$ cat config.mk
export PLATFORM = sky130hd
export DESIGN_NAME = gpio_edge_port
export DESIGN_NICKNAME = d
export VERILOG_FILES = /design/src/rtl/gpio_edge_pkg.sv /design/src/rtl/gpio_sync.sv /design/src/rtl/gpio_pin_slice.sv /design/src/rtl/gpio_regfile.sv /design/src/rtl/gpio_edge_port.sv
export SDC_FILE = /design/constraint.sdc
export NUM_CORES = 1
export LEC_CHECK = 0
export BUFFER_PORTS_ARGS = -buffer_cell sky130_fd_sc_hd__buf_2
export CORE_ASPECT_RATIO = 0.8
export CORE_UTILIZATION = 42
export DETAILED_ROUTE_END_ITERATION = 16
export PLACE_DENSITY = 0.64
export SKIP_LAST_GASP = 1
export SYNTH_ARGS = -nofsm -noshare
export SYNTH_HDL_FRONTEND = slang
export SYNTH_SLANG_ARGS = --single-unit
$ cat constraint.sdc
create_clock -name clk -period 1.25 [get_ports clk]
set_input_delay 0.125 -clock clk [delete_from_list [all_inputs] [get_ports clk]]
set_output_delay 0.125 -clock clk [all_outputs]
set_load 0.01 [all_outputs]
$ cat src/rtl/gpio_edge_pkg.sv
package gpio_edge_pkg;
   typedef enum logic [2:0] {
      REG_NONE = 3'd0,
      REG_DIR  = 3'd1,
      REG_MASK = 3'd2,
      REG_MODE = 3'd3,
      REG_STAT = 3'd4
   } gpio_reg_e;
endpackage

$ cat src/rtl/gpio_sync.sv
module gpio_sync #(
   parameter int W      = 7,
   parameter int STAGES = 2
) (
   input  logic         clk,
   input  logic         rst_n,
   input  logic [W-1:0] d,
   output logic [W-1:0] q
);
   logic [W-1:0] stg_q [STAGES];

   always_ff @(posedge clk or negedge rst_n) begin
      if (!rst_n) begin
         for (int k = 0; k < STAGES; k++) stg_q[k] <= '0;
      end else begin
         stg_q[0] <= d;
         for (int k = 1; k < STAGES; k++) stg_q[k] <= stg_q[k-1];
      end
   end

   assign q = stg_q[STAGES-1];
endmodule

$ cat src/rtl/gpio_pin_slice.sv
module gpio_pin_slice (
   input  logic clk,
   input  logic rst_n,
   input  logic lvl,
   input  logic is_out,
   input  logic capture,
   input  logic out_val,
   input  logic clr_rd,
   output logic status,
   output logic rise_arm,
   output logic flag
);
   logic prev_q;
   logic flag_q;

   assign rise_arm = lvl & ~prev_q & capture & ~is_out;

   always_ff @(posedge clk or negedge rst_n) begin
      if (!rst_n) begin
         prev_q <= 1'b0;
         flag_q <= 1'b0;
      end else begin
         prev_q <= lvl;
         flag_q <= rise_arm | (flag_q & ~clr_rd);
      end
   end

   assign flag   = flag_q;
   assign status = is_out ? out_val : (capture ? flag_q : lvl);
endmodule

$ cat src/rtl/gpio_regfile.sv
module gpio_regfile
   import gpio_edge_pkg::*;
#(
   parameter int          NPINS     = 7,
   parameter int          AW        = 8,
   parameter int          DW        = 8,
   parameter logic [7:0]  ADDR_DIR  = 8'h2C,
   parameter logic [7:0]  ADDR_MASK = 8'h2D,
   parameter logic [7:0]  ADDR_MODE = 8'h2E,
   parameter logic [7:0]  ADDR_STAT = 8'h2F
) (
   input  logic             clk,
   input  logic             rst_n,
   input  logic             bus_sel,
   input  logic             bus_wr,
   input  logic [AW-1:0]    bus_addr,
   input  logic [DW-1:0]    bus_wdata,
   input  logic [NPINS-1:0] status,
   output logic [DW-1:0]    bus_rdata,
   output logic [NPINS-1:0] dir_q,
   output logic [NPINS-1:0] mask_q,
   output logic [NPINS-1:0] mode_q,
   output logic [NPINS-1:0] out_q,
   output logic             clr_rd
);
   gpio_reg_e    reg_sel;
   logic         wr_en;
   logic         rd_en;
   logic [DW-1:0] rd_mux;
   logic         unused_wdata_hi;

   assign unused_wdata_hi = ^bus_wdata[DW-1:NPINS];

   always_comb begin
      if      (bus_addr == AW'(ADDR_DIR))  reg_sel = REG_DIR;
      else if (bus_addr == AW'(ADDR_MASK)) reg_sel = REG_MASK;
      else if (bus_addr == AW'(ADDR_MODE)) reg_sel = REG_MODE;
      else if (bus_addr == AW'(ADDR_STAT)) reg_sel = REG_STAT;
      else                                 reg_sel = REG_NONE;
   end

   assign wr_en  = bus_sel &  bus_wr;
   assign rd_en  = bus_sel & ~bus_wr;
   assign clr_rd = rd_en & (reg_sel == REG_STAT);

   always_comb begin
      rd_mux = '0;
      case (reg_sel)
         REG_DIR:  rd_mux[NPINS-1:0] = dir_q;
         REG_MASK: rd_mux[NPINS-1:0] = mask_q;
         REG_MODE: rd_mux[NPINS-1:0] = mode_q;
         REG_STAT: rd_mux[NPINS-1:0] = status;
         default:  rd_mux = '0;
      endcase
   end

   always_ff @(posedge clk or negedge rst_n) begin
      if (!rst_n) begin
         dir_q     <= '0;
         mask_q    <= '0;
         mode_q    <= '0;
         out_q     <= '0;
         bus_rdata <= '0;
      end else begin
         if (wr_en) begin
            case (reg_sel)
               REG_DIR:  dir_q  <= bus_wdata[NPINS-1:0];
               REG_MASK: mask_q <= bus_wdata[NPINS-1:0];
               REG_MODE: mode_q <= bus_wdata[NPINS-1:0];
               REG_STAT: out_q  <= bus_wdata[NPINS-1:0];
               default:  ;
            endcase
         end
         if (rd_en) bus_rdata <= rd_mux;
      end
   end
endmodule

$ cat src/rtl/gpio_edge_port.sv
module gpio_edge_port #(
   parameter int          NPINS       = 7,
   parameter int          AW          = 8,
   parameter int          DW          = 8,
   parameter int          SYNC_STAGES = 2,
   parameter logic [7:0]  ADDR_DIR    = 8'h2C,
   parameter logic [7:0]  ADDR_MASK   = 8'h2D,
   parameter logic [7:0]  ADDR_MODE   = 8'h2E,
   parameter logic [7:0]  ADDR_STAT   = 8'h2F
) (
   input  logic             clk,
   input  logic             rst_n,
   input  logic             bus_sel,
   input  logic             bus_wr,
   input  logic [AW-1:0]    bus_addr,
   input  logic [DW-1:0]    bus_wdata,
   output logic [DW-1:0]    bus_rdata,
   input  logic [NPINS-1:0] pin_in,
   output logic [NPINS-1:0] pin_out,
   output logic [NPINS-1:0] pin_oe,
   output logic             irq
);
   if (NPINS < 1 || NPINS >= DW) begin : g_bad_npins
      $error("NPINS must leave at least one reserved bit in the data word");
   end
   if (SYNC_STAGES < 2) begin : g_bad_sync
      $error("SYNC_STAGES must be at least 2");
   end
   if (ADDR_DIR == ADDR_MASK || ADDR_DIR == ADDR_MODE || ADDR_DIR == ADDR_STAT ||
       ADDR_MASK == ADDR_MODE || ADDR_MASK == ADDR_STAT || ADDR_MODE == ADDR_STAT) begin : g_bad_addr
      $error("register addresses must be distinct");
   end

   logic [NPINS-1:0] lvl_sync;
   logic [NPINS-1:0] dir_q;
   logic [NPINS-1:0] mask_q;
   logic [NPINS-1:0] mode_q;
   logic [NPINS-1:0] out_q;
   logic [NPINS-1:0] status;
   logic [NPINS-1:0] rise_arm;
   logic [NPINS-1:0] edge_flag;
   logic             clr_rd;

   gpio_sync #(.W(NPINS), .STAGES(SYNC_STAGES)) u_sync (
      .clk   (clk),
      .rst_n (rst_n),
      .d     (pin_in),
      .q     (lvl_sync)
   );

   gpio_regfile #(
      .NPINS(NPINS), .AW(AW), .DW(DW),
      .ADDR_DIR(ADDR_DIR), .ADDR_MASK(ADDR_MASK),
      .ADDR_MODE(ADDR_MODE), .ADDR_STAT(ADDR_STAT)
   ) u_regs (
      .clk       (clk),
      .rst_n     (rst_n),
      .bus_sel   (bus_sel),
      .bus_wr    (bus_wr),
      .bus_addr  (bus_addr),
      .bus_wdata (bus_wdata),
      .status    (status),
      .bus_rdata (bus_rdata),
      .dir_q     (dir_q),
      .mask_q    (mask_q),
      .mode_q    (mode_q),
      .out_q     (out_q),
      .clr_rd    (clr_rd)
   );

   for (genvar p = 0; p < NPINS; p++) begin : g_pin
      gpio_pin_slice u_slice (
         .clk      (clk),
         .rst_n    (rst_n),
         .lvl      (lvl_sync[p]),
         .is_out   (dir_q[p]),
         .capture  (mode_q[p]),
         .out_val  (out_q[p]),
         .clr_rd   (clr_rd),
         .status   (status[p]),
         .rise_arm (rise_arm[p]),
         .flag     (edge_flag[p])
      );
   end

   assign pin_out = out_q;
   assign pin_oe  = dir_q;
   assign irq     = |(status & mask_q & ~dir_q);
endmodule

==> metrics, run 1 <==
largest incremental delay on the critical path=390 ps; Initial Util=43.3%; cell count after synthesis=203; first-pass GRT wire length=9.70 mm; grt ovf=0; Clock Power Share=41.8%; HP Start=bus_wdata[5]; initial antenna violation count=0; switching share of power=22.5%; via count=1946; prevailing post-synth register cell=dfrtp_1; violated checks=setup timing; Die Ht=74.5 microns; part of the power in combinational logic=9.5%; Boundary Pins=50; # nets final=328; sw power=0.00101 W; slowest CP cell=dfrtp_1; Place WS=-573 ps; diode count=0; CTS tree=yes; Final HPWL DP=4.24 mm; final hold violation count=0; DRT Pass-1 Iters=4; PwrDens=1170 mW/mm^2; critical path data required time=1120 ps; RR Endpoint=u_regs.bus_rdata[6]; PortBufs=47; top cells by area, synth=dfrtp_1 57%, mux2_4 7.6%, mux2_2 5.3%, buf_4 4.1%, mux4_2 4.1%; gr usage total=19.2%; CTS sink count=63; area leader, netlist=dfrtp_1; Setup-failing EPs final=35; number of global-route vias before repair=1989; Area Overhead vs Synth=39.2%; Reg-to-Reg Start=u_regs.dir_q[6]; CP Max Fanout=2; Final Max Slew Viols=0; Wirelength per Cell=15.7 microns; status=finished with violations; commonest cells after routing, fill and taps aside=63 x dfrtp_1, 46 x buf_2, 45 x buf_4, 27 x mux2_4; Skew-Pair Late Insertion Delay=340 ps; worst hold path depth=2; die width=92.7 microns; initial DRC count=76; residual DRC count=0; Flop pwr share=48.7%; number of synthesized flops with an enable pin=0; crit path capture type=primary output; largest net degree at the start of global routing=34; min Tclk post-route=1840 ps; Clock Tree Buf Depth=2; synthesized area per cell=13.6 sq um; post-synthesis sequential area ratio=57.1%; RSZ-0062 raised after global routing=true; commonest non-fill, non-tap cell in the layout=dfrtp_1; hold crit path type=input port to flop; post-synth cell types=34; crit-path cells=mux2i_2 > nor3b_1 > a2111oi_2 > nand3_1 > buf_2; Yosys reg bits=63; Post-Syn Nets=230; final worst path period share=148%; CTS Buf Count=9; final wirelength=6.11 mm; Mapped Area=0.00276 sq mm; FP Rows=26; yosys warns=0; clk_skew=5.98 ps; H-Tree Depth=3; vias per cell=4.99; Pint=0.00350 W; final worst setup slack=-594 ps; Static Leak=1.91 nW; Clock transition at path regs=70 ps; critical path launch point type=flop; internal reg-to-reg setup slack=-90 ps; crit path DAT=1720 ps; layout cells sized above 1=53.6%; worst hold endpoint=u_regs.mask_q[5]; antenna viol nets, final=0; Peak Freq=542 MHz; Worst VDD drop=726 uV; Root Driver=clkbuf_8; fill count=538; max-capacitance violation count=0; Crit Path Class=flop to primary output; R2R depth=4; share of the synthesized area in the top cell type=57.1%; total power=0.00451 W; die area=0.00691 sq mm; global placement routability congestion=0.798; core area=0.00638 sq mm; Synth async-reset ratio=100%
[critical path: cells and delay by family, from the launching register on]
kind / cells / cell delay, ps
muxes: 1 / 240
buffers and inverters: 1 / 150
AOI/OAI and AO/OA: 1 / 370
DFF: 1 / 390
and+or+nand+nor: 2 / 220
[layer usage]
layer,vias to the layer above,global-route usage (%),share of wire [%]
met1,975,24.7,47
li1,908,-,-
met4,0,6.32,1.4
met5,-,0,0
met3,9,6.95,5.7
met2,54,30.6,46
[cells by family (layout without fill, tap and decap cells)]
kind of cell           count (synthesis)  count (layout)  share of synthesized area, %
DFF                                   63              63                          57.1
AOI/OAI and AO/OA                     25              25                          6.11
muxes                                 41              41                          20.3
buffers and inverters                 23             126                          5.57
and+or+nand+nor                       50              50                          10.8
other                                  1               1                         0.136
[power groups by stage]
stage | Combinational, W | Sequential, W | Clock, W
5_1_grt | 0.000470 | 0.00221 | 0.00201
4_1_cts | 0.000428 | 0.00219 | 0.00191
2_1_floorplan | 0.000186 | 0.00222 | 0
3_5_place_dp | 0.000392 | 0.00223 | 0
6_report | 0.000430 | 0.00220 | 0.00189
3_3_place_gp | 0.000383 | 0.00222 | 0
[repair_timing]
action	4_1_cts	5_1_grt
setup endpoints to repair	41	38
gates resized for setup	24	6
setup buffers	1	2
hold buffers	8	0
pin swaps	4	3
endpoints found under the hold margin	21	0
[registers in the layout, indices dropped and copies added (netlist names)]
| name | cells |
|---|---|
| g_pin.u_slice.flag | 7 |
| g_pin.u_slice.prev_q | 7 |
| u_regs.bus_rdata | 7 |
| u_regs.dir_q | 7 |
| u_regs.mask_q | 7 |
| u_regs.mode_q | 7 |
| u_regs.out_q | 7 |
| u_sync.q | 7 |
| u_sync.stg_q | 7 |
[how the worst max path moves through the flow]
stage / from / endpoint / slack, ps / cells after the start
floorplan: bus_addr[4] / u_regs.dir_q[0] / -430 / 6
global placement: bus_addr[4] / u_regs.mode_q[3] / -560 / 7
detailed placement: bus_addr[4] / u_regs.mode_q[1] / -570 / 7
CTS: u_regs.mode_q[3] / irq / -600 / 5
global route: u_regs.mode_q[3] / irq / -690 / 5
finish: u_regs.mode_q[3] / irq / -590 / 5
[layout make-up]
type / instances / area (sq um) / area share, %
Multi-Input combinational cell: 117 / 1140 / 29.7
Clock inverter: 4 / 70.1 / 1.82
Tap cell: 84 / 105 / 2.73
Sequential cell: 63 / 1580 / 41.0
Clock buffer: 12 / 135 / 3.51
Timing Repair Buffer: 110 / 816 / 21.2
[through the flow]
stage                     utilization [%]  hold slack [ps]  area, sq um  setup TNS, ps  std cells
final                                60.3             71.5         3840          -5250        390
after global routing                 60.3             60.1         3840          -6480        390
after CTS                            59.8             61.7         3810          -5000        388
after detailed placement             53.7             58.7         3420         -18930        363
after global placement               53.7             59.0         3420         -19240        363
after floorplan                         -             -171         2810         -12630        203
[Yosys cell counts, drive strengths merged (5+ instances only)]
library cell,number
nor3b,6
a21oi,6
dfrtp,63
and2,6
nor2,12
mux4,5
o21ai,7
a32o,5
buf,19
nand2,11
mux2i,8
mux2,28
Power figures use the tool's default switching activity.
==> run 2, diff against run 1 <==
--- a/config.mk
+++ b/config.mk
@@ -5,6 +5,7 @@
 export SDC_FILE = /design/constraint.sdc
 export NUM_CORES = 1
 export LEC_CHECK = 0
+export ABC_AREA = 1
 export BUFFER_PORTS_ARGS = -buffer_cell sky130_fd_sc_hd__buf_2
 export CORE_ASPECT_RATIO = 0.8
 export CORE_UTILIZATION = 42
==> metrics, run 2 <==
yosys warns=0 (unchanged); Crit path max-delay family=flip-flops (unchanged); Root Driver=clkbuf_8 (unchanged); critical path data required time=1120 ps (about the same); Mapped Area=0.00289 sq mm (was 0.00276 sq mm); Skew-Pair Late Insertion Delay=340 ps (about the same); residual DRC count=0 (unchanged); final worst path period share=124% (was 148%); prevailing post-synth register cell=dfrtp_1 (unchanged); # nets final=440 (was 328); H-Tree Depth=3 (unchanged); hold slack=32.8 ps (was 71.5 ps); status=finished with violations (unchanged); layout cells sized above 1=27.8% (was 53.6%); gr usage total=21.0% (was 19.2%); Rel. slew slack=57.0%; max-capacitance violation count=0 (unchanged); die area=0.00723 sq mm (was 0.00691 sq mm); violated checks=setup timing (unchanged); slowest CP cell=dfrtp_1 (unchanged); RSZ-0062 raised after global routing=true (unchanged); crit-path cells=nand2_1 > nand3_4 > o22ai_2 > nor2_1 > nand2_1 > buf_2 (was mux2i_2 > nor3b_1 > a2111oi_2 > nand3_1 > buf_2); crit-path most repeated cell=nand2_1; fill count=612 (was 538); Clock transition at path regs=70 ps (about the same); post-route cell area=0.00371 sq mm (was 0.00384 sq mm); Peak Freq=643 MHz (was 542 MHz); Post-Syn Nets=363 (was 230); synthesized area per cell=8.61 sq um (was 13.6 sq um); Initial Util=44.5% (was 43.3%); min Tclk post-route=1560 ps (was 1840 ps); hold crit path type=input port to flop (unchanged); share of the synthesized area in the top cell type=54.5% (was 57.1%); Crit Path Class=flop to primary output (unchanged); Stages on worst setup path=6 (was 5); CTS sink count=63 (unchanged); global placement routability congestion=0.813 (was 0.798); die width=94.8 microns (was 92.7 microns); Wirelength per Cell=13.8 microns (was 15.7 microns); largest incremental delay on the critical path=420 ps (was 390 ps); commonest non-fill, non-tap cell in the layout=nand2_1 (was dfrtp_1); Static Leak=2.04 nW (was 1.91 nW); M1 WL=3.23 mm (was 2.87 mm); vias per cell=4.82 (was 4.99); diode count=0 (unchanged); critical path launch point type=flop (unchanged); area of the multi-input gates=0.00104 sq mm (was 0.00114 sq mm); post-synth cell types=18 (was 34); total power=0.00444 W (was 0.00451 W); grt ovf=0 (unchanged); final wirelength=6.92 mm (was 6.11 mm); Worst VDD drop=937 uV (was 726 uV); core area=0.00651 sq mm (was 0.00638 sq mm); cell count after synthesis=336 (was 203); top post-synthesis cells by count=110 x nand2_1, 63 x dfrtp_1, 44 x inv_1 (was 63 x dfrtp_1, 15 x buf_4, 14 x mux2_4); actual slew at the worst max-slew pin=642 ps; commonest cells after routing, fill and taps aside=108 x nand2_1, 63 x dfrtp_1, 47 x buf_2, 42 x inv_1, 29 x buf_4 (was 63 x dfrtp_1, 46 x buf_2, 45 x buf_4, 27 x mux2_4); DR top layer=met4 (unchanged); post-synthesis sequential area ratio=54.5% (was 57.1%); R2R depth=8 (was 4); number of synthesized flops with an enable pin=0 (unchanged); Clock Tree Buf Depth=2 (unchanged); Final Max Slew Viols=0 (unchanged); internal reg-to-reg setup slack=130 ps (was -90 ps); via count=2422 (was 1946); crit path DAT=1430 ps (was 1720 ps); most frequent cell after synthesis=nand2_1 (was dfrtp_1); top cells by area, synth=dfrtp_1 54%, nand2_1 14%, inv_1 5.7%, nand3_1 5.7%, o21ai_0 4.8% (was dfrtp_1 57%, mux2_4 7.6%, mux2_2 5.3%, buf_4 4.1%, mux4_2 4.1%); Boundary Pins=50 (unchanged); number of global-route vias before repair=2324 (was 1989); CTS tree=yes (unchanged); clk_skew=6.44 ps (was 5.98 ps); Register Area=0.00158 sq mm (unchanged); Post-Place Cell Area=0.00332 sq mm (was 0.00342 sq mm); Setup crit end=irq (unchanged); first-pass GRT wire length=11.2 mm (was 9.70 mm); Die Ht=76.2 microns (was 74.5 microns); PortBufs=47 (unchanged); initial DRC count=126 (was 76); CP Max Fanout=4 (was 2); final hold violation count=0 (unchanged); DRT Pass-1 Iters=4 (unchanged); origin of the worst setup path=u_regs.mode_q[4] (was u_regs.mode_q[3]); Reg-to-Reg Start=u_regs.mode_q[0] (was u_regs.dir_q[6]); antenna viol nets, final=0 (unchanged); final worst setup slack=-305 ps (was -594 ps); PwrDens=1200 mW/mm^2 (was 1170 mW/mm^2); RR Endpoint=u_regs.bus_rdata[0] (was u_regs.bus_rdata[6]); area leader, netlist=dfrtp_1 (unchanged); Synth async-reset ratio=100% (unchanged); Yosys reg bits=63 (unchanged); Setup-failing EPs final=1 (was 35); FP Rows=26 (unchanged); CTS Buf Count=9 (unchanged); Area Overhead vs Synth=28.1% (was 39.2%); met3 WL=562 microns (was 350 microns); CP bufs+invs=1 (unchanged); met2 WL post-DR=3.05 mm (was 2.80 mm); largest net degree at the start of global routing=28 (was 34); initial antenna violation count=0 (unchanged); crit path capture type=primary output (unchanged); Final HPWL DP=4.79 mm (was 4.24 mm)
==> run 2: per-stage QoR <==
| step | worst slack (ps) | setup TNS, ps | util, % | cells |
|---|---|---|---|---|
| floorplan | 234 | 0 | - | 336 |
| global placement | -6.40 | -8.34 | 51.0 | 472 |
| detailed placement | -81.3 | -500 | 51.0 | 472 |
| CTS | -278 | -278 | 56.3 | 501 |
| global route | -340 | -340 | 57.0 | 502 |
| finish | -305 | -305 | 57.0 | 502 |
==> run 2: worst min-delay path by stage <==
stage / from / end / slack [ps] / depth (start not counted)
finish: bus_wdata[1] / u_regs.out_q[1] / 30 / 3
global route: bus_wdata[1] / u_regs.dir_q[1] / 50 / 3
CTS: bus_wdata[1] / u_regs.out_q[1] / 30 / 3
detailed placement: rst_n / u_sync.stg_q[10] / 70 / 1
global placement: rst_n / u_sync.stg_q[10] / 60 / 1
floorplan: rst_n / g_pin[0].u_slice.flag / -170 / 0
==> run 2: worst min-delay path, delay by kind of cell <==
kind | cells | cell delay [ps]
and+or+nand+nor | 2 | 110
buffers and inverters | 1 | 110
==> run 2: cells by family (layout without fill, tap and decap cells) <==
family	after synthesis	count (layout)	share of synthesized area (%)
AO/OA/AOI/OAI	45	45	8.99
flip-flops	63	63	54.5
AND/OR/NAND/NOR	161	161	24.8
other	1	1	0.130
buffers and inverters	66	148	11.6
==> run 2: report_power, final <==
part	total (W)	switching [W]	leakage (nW)	internal [W]
clock	0.00184	0.000761	0.109	0.00108
combinational	0.000423	0.000245	1.24	0.000178
sequential	0.00217	0.0000473	0.692	0.00213
==> run 2: layout make-up <==
type,instances,area share [%]
clock buffers,13,4.56
clock inverters,3,1.08
inverters,44,4.46
multi-input cells,207,28.0
flip-flops and latches,63,42.5
well taps,84,2.84
repair buffers,88,16.5
==> run 2: timing repair <==
item | 4_1_cts | 5_1_grt
setup endpoints to repair | 1 | 3
resized for setup | 4 | 9
buffers inserted | 5 | 1
endpoints found under the hold margin | 19 | 0
pin swaps | 0 | 6
hold buffers | 8 | 0
==> run 2: routing by layer <==
| layer | vias to the layer above | global-route usage [%] |
|---|---|---|
| met1 | 1130 | 31.4 |
| met3 | 8 | 6.29 |
| met4 | 0 | 5.45 |
| met2 | 74 | 29.8 |
| li1 | 1210 | - |
| met5 | - | 0 |
==> run 3, diff against run 2 <==
--- a/config.mk
+++ b/config.mk
@@ -8,6 +8,7 @@
 export ABC_AREA = 1
 export BUFFER_PORTS_ARGS = -buffer_cell sky130_fd_sc_hd__buf_2
 export CORE_ASPECT_RATIO = 0.8
+export CORE_MARGIN = 3
 export CORE_UTILIZATION = 42
 export DETAILED_ROUTE_END_ITERATION = 16
 export PLACE_DENSITY = 0.64
==> metrics, run 3 (synthesis results as in run 2) <==
status=finished with violations (unchanged); violated checks=setup timing (unchanged); first-pass GRT wire length=11.5 mm (was 11.2 mm); min Tclk post-route=1540 ps (was 1560 ps); met1 usage=26.4% (was 31.4%); initial antenna violation count=0 (unchanged); FP Rows=26 (unchanged); Final Max Slew Viols=0 (unchanged); Setup TNS=-288 ps (was -305 ps); CTS sink count=63 (unchanged); Peak Freq=650 MHz (was 643 MHz); number of global-route vias before repair=2371 (was 2324); commonest cells after routing, fill and taps aside=108 x nand2_1, 63 x dfrtp_1, 47 x buf_2, 41 x inv_1, 35 x buf_4 (was 108 x nand2_1, 63 x dfrtp_1, 47 x buf_2, 42 x inv_1, 29 x buf_4); final wirelength=6.89 mm (was 6.92 mm); CP bufs+invs=1 (unchanged); fin util=56.6% (was 57.0%); die area=0.00793 sq mm (was 0.00723 sq mm); grt ovf=0 (unchanged); critical path data required time=1120 ps (about the same); Place WS=-69.4 ps (was -81.3 ps); Worst VDD drop=797 uV (was 937 uV); initial DRC count=152 (was 126); Initial Util=44.3% (was 44.5%); Pint=0.00322 W (was 0.00338 W); Rel. slew slack=54.8% (was 57.0%); largest net degree at the start of global routing=64 (was 28); DRT Pass-1 Iters=5 (was 4); final worst setup slack=-288 ps (was -305 ps); Boundary Pins=50 (unchanged); via count=2399 (was 2422); Wirelength per Cell=13.6 microns (was 13.8 microns); layout cells sized above 1=29.1% (was 27.8%); commonest non-fill, non-tap cell in the layout=nand2_1 (unchanged); # nets final=444 (was 440); final worst path period share=123% (was 124%); Crit Path Class=flop to primary output (unchanged); Top Usage Layer GRT=met2 (was met1); crit path capture type=primary output (unchanged); switching share of power=25.8% (was 23.8%); CTS Buf Count=9 (unchanged); PwrDens=1170 mW/mm^2 (was 1200 mW/mm^2); fin cells=506 (was 502); core area=0.00654 sq mm (was 0.00651 sq mm); residual DRC count=0 (unchanged); max-capacitance violation count=0 (unchanged); vias per cell=4.74 (was 4.82); gr usage total=19.0% (was 21.0%); die width=98.8 microns (was 94.8 microns); Static Leak=2.04 nW (about the same); actual slew at the worst max-slew pin=676 ps (was 642 ps); Setup-failing EPs final=1 (unchanged); Flop pwr share=50.0% (was 49.0%); antenna viol nets, final=0 (unchanged); RSZ-0062 raised after global routing=true (unchanged); Final HPWL DP=4.80 mm (was 4.79 mm); diode count=0 (unchanged); CTS tree=yes (unchanged); part of the power in combinational logic=9.9% (was 9.5%); slowest CP cell=dfrtp_1 (unchanged); sw power=0.00112 W (was 0.00105 W); Clock Power Share=40.2% (was 41.5%); global placement routability congestion=0.824 (was 0.813); crit path DAT=1410 ps (was 1430 ps); critical path launch point type=flop (unchanged); crit-path cells=nand2_1 > nand3_2 > o22ai_2 > nor2_1 > nand2_1 > buf_2 (was nand2_1 > nand3_4 > o22ai_2 > nor2_1 > nand2_1 > buf_2); Clock transition at path regs=70 ps (about the same); Die Ht=80.2 microns (was 76.2 microns); Root Driver=clkbuf_8 (unchanged); PortBufs=47 (unchanged); Crit path max-delay family=flip-flops (unchanged); placed cell count=475 (was 472); crit-path most repeated cell=nand2_1 (unchanged); clk_skew=5.99 ps (was 6.44 ps); largest incremental delay on the critical path=420 ps (about the same); Clock Tree Buf Depth=2 (unchanged); H-Tree Depth=3 (unchanged); met3 global-route usage=6.08% (was 6.29%); met2 usage=28.8% (was 29.8%); fill count=606 (was 612); Skew-Pair Late Insertion Delay=340 ps (about the same); internal reg-to-reg setup slack=130 ps (about the same); hold crit path type=input port to flop (unchanged); Area Overhead vs Synth=27.9% (was 28.1%); CP Max Fanout=4 (unchanged); final hold violation count=0 (unchanged)
==> run 3: cell types whose count changed in the layout (fill, tap and decap cells not counted), sizes merged <==
cell / change
clkbuf: -4
buf: +4
clkinv: +3
clkinvlp: +1
==> run 3: path summary, 6_finish.rpt <==
| kind | start | endpoint | depth (start not counted) |
|---|---|---|---|
| worst max-delay path | u_regs.mode_q[2] | irq | 6 |
| worst min-delay path | bus_wdata[1] | u_regs.out_q[1] | 3 |
| worst max register to register | u_regs.mode_q[6] | u_regs.bus_rdata[6] | 8 |
| worst min register to register | u_sync.stg_q[8] | u_sync.q[1] | 0 |
| max in group asynchronous | rst_n | u_regs.mask_q[6] | 3 |
| min in group asynchronous | rst_n | u_sync.q[6] | 3 |
==> run 3: area by class of cell <==
class | instances | area, sq um | area share [%]
clock buffers | 9 | 124 | 3.35
repair buffers | 92 | 618 | 16.7
multi-input cells | 207 | 1040 | 28.1
clock inverters | 7 | 73.8 | 1.99
inverters | 44 | 165 | 4.46
well taps | 84 | 105 | 2.84
flip-flops and latches | 63 | 1580 | 42.6
==> run 3: timing repair <==
| action | in CTS | in global routing |
|---|---|---|
| setup endpoints to repair | 1 | 1 |
| hold buffers | 8 | 0 |
| buffers inserted | 6 | 1 |
| resized for setup | 7 | 8 |
| pin swaps | 5 | 7 |
| hold endpoints to repair | 70 | 0 |
==> run 3: stage by stage <==
step	power (W)	instance area (sq um)	hold slack, ps
global route	0.00455	3700	45.6
finish	0.00434	3700	42.0
floorplan	0.00239	2890	-171
CTS	0.00436	3670	33.5
detailed placement	0.00259	3310	165
global placement	0.00258	3310	162
==> run 3: power by group through the flow <==
stage	Sequential (W)	Clock (W)	Combinational (W)
final	0.00217	0.00174	0.000428
after global routing	0.00218	0.00188	0.000481
after detailed placement	0.00221	0	0.000376
after CTS	0.00217	0.00177	0.000422
after floorplan	0.00220	0	0.000191
after global placement	0.00221	0	0.000370
==> run 3: tightest hold or removal path: cells and delay by family <==
| kind | cells | cell delay [ps] |
|---|---|---|
| AND/OR/NAND/NOR | 2 | 110 |
| buffers and inverters | 1 | 120 |
==> run 3: per-layer routing <==
layer  up-vias  part of all wire (%)
li1       1207                     -
met1      1113                    48
met2        73                    44
met3         6                   7.1
met4         0                  0.94
met5         -                     0
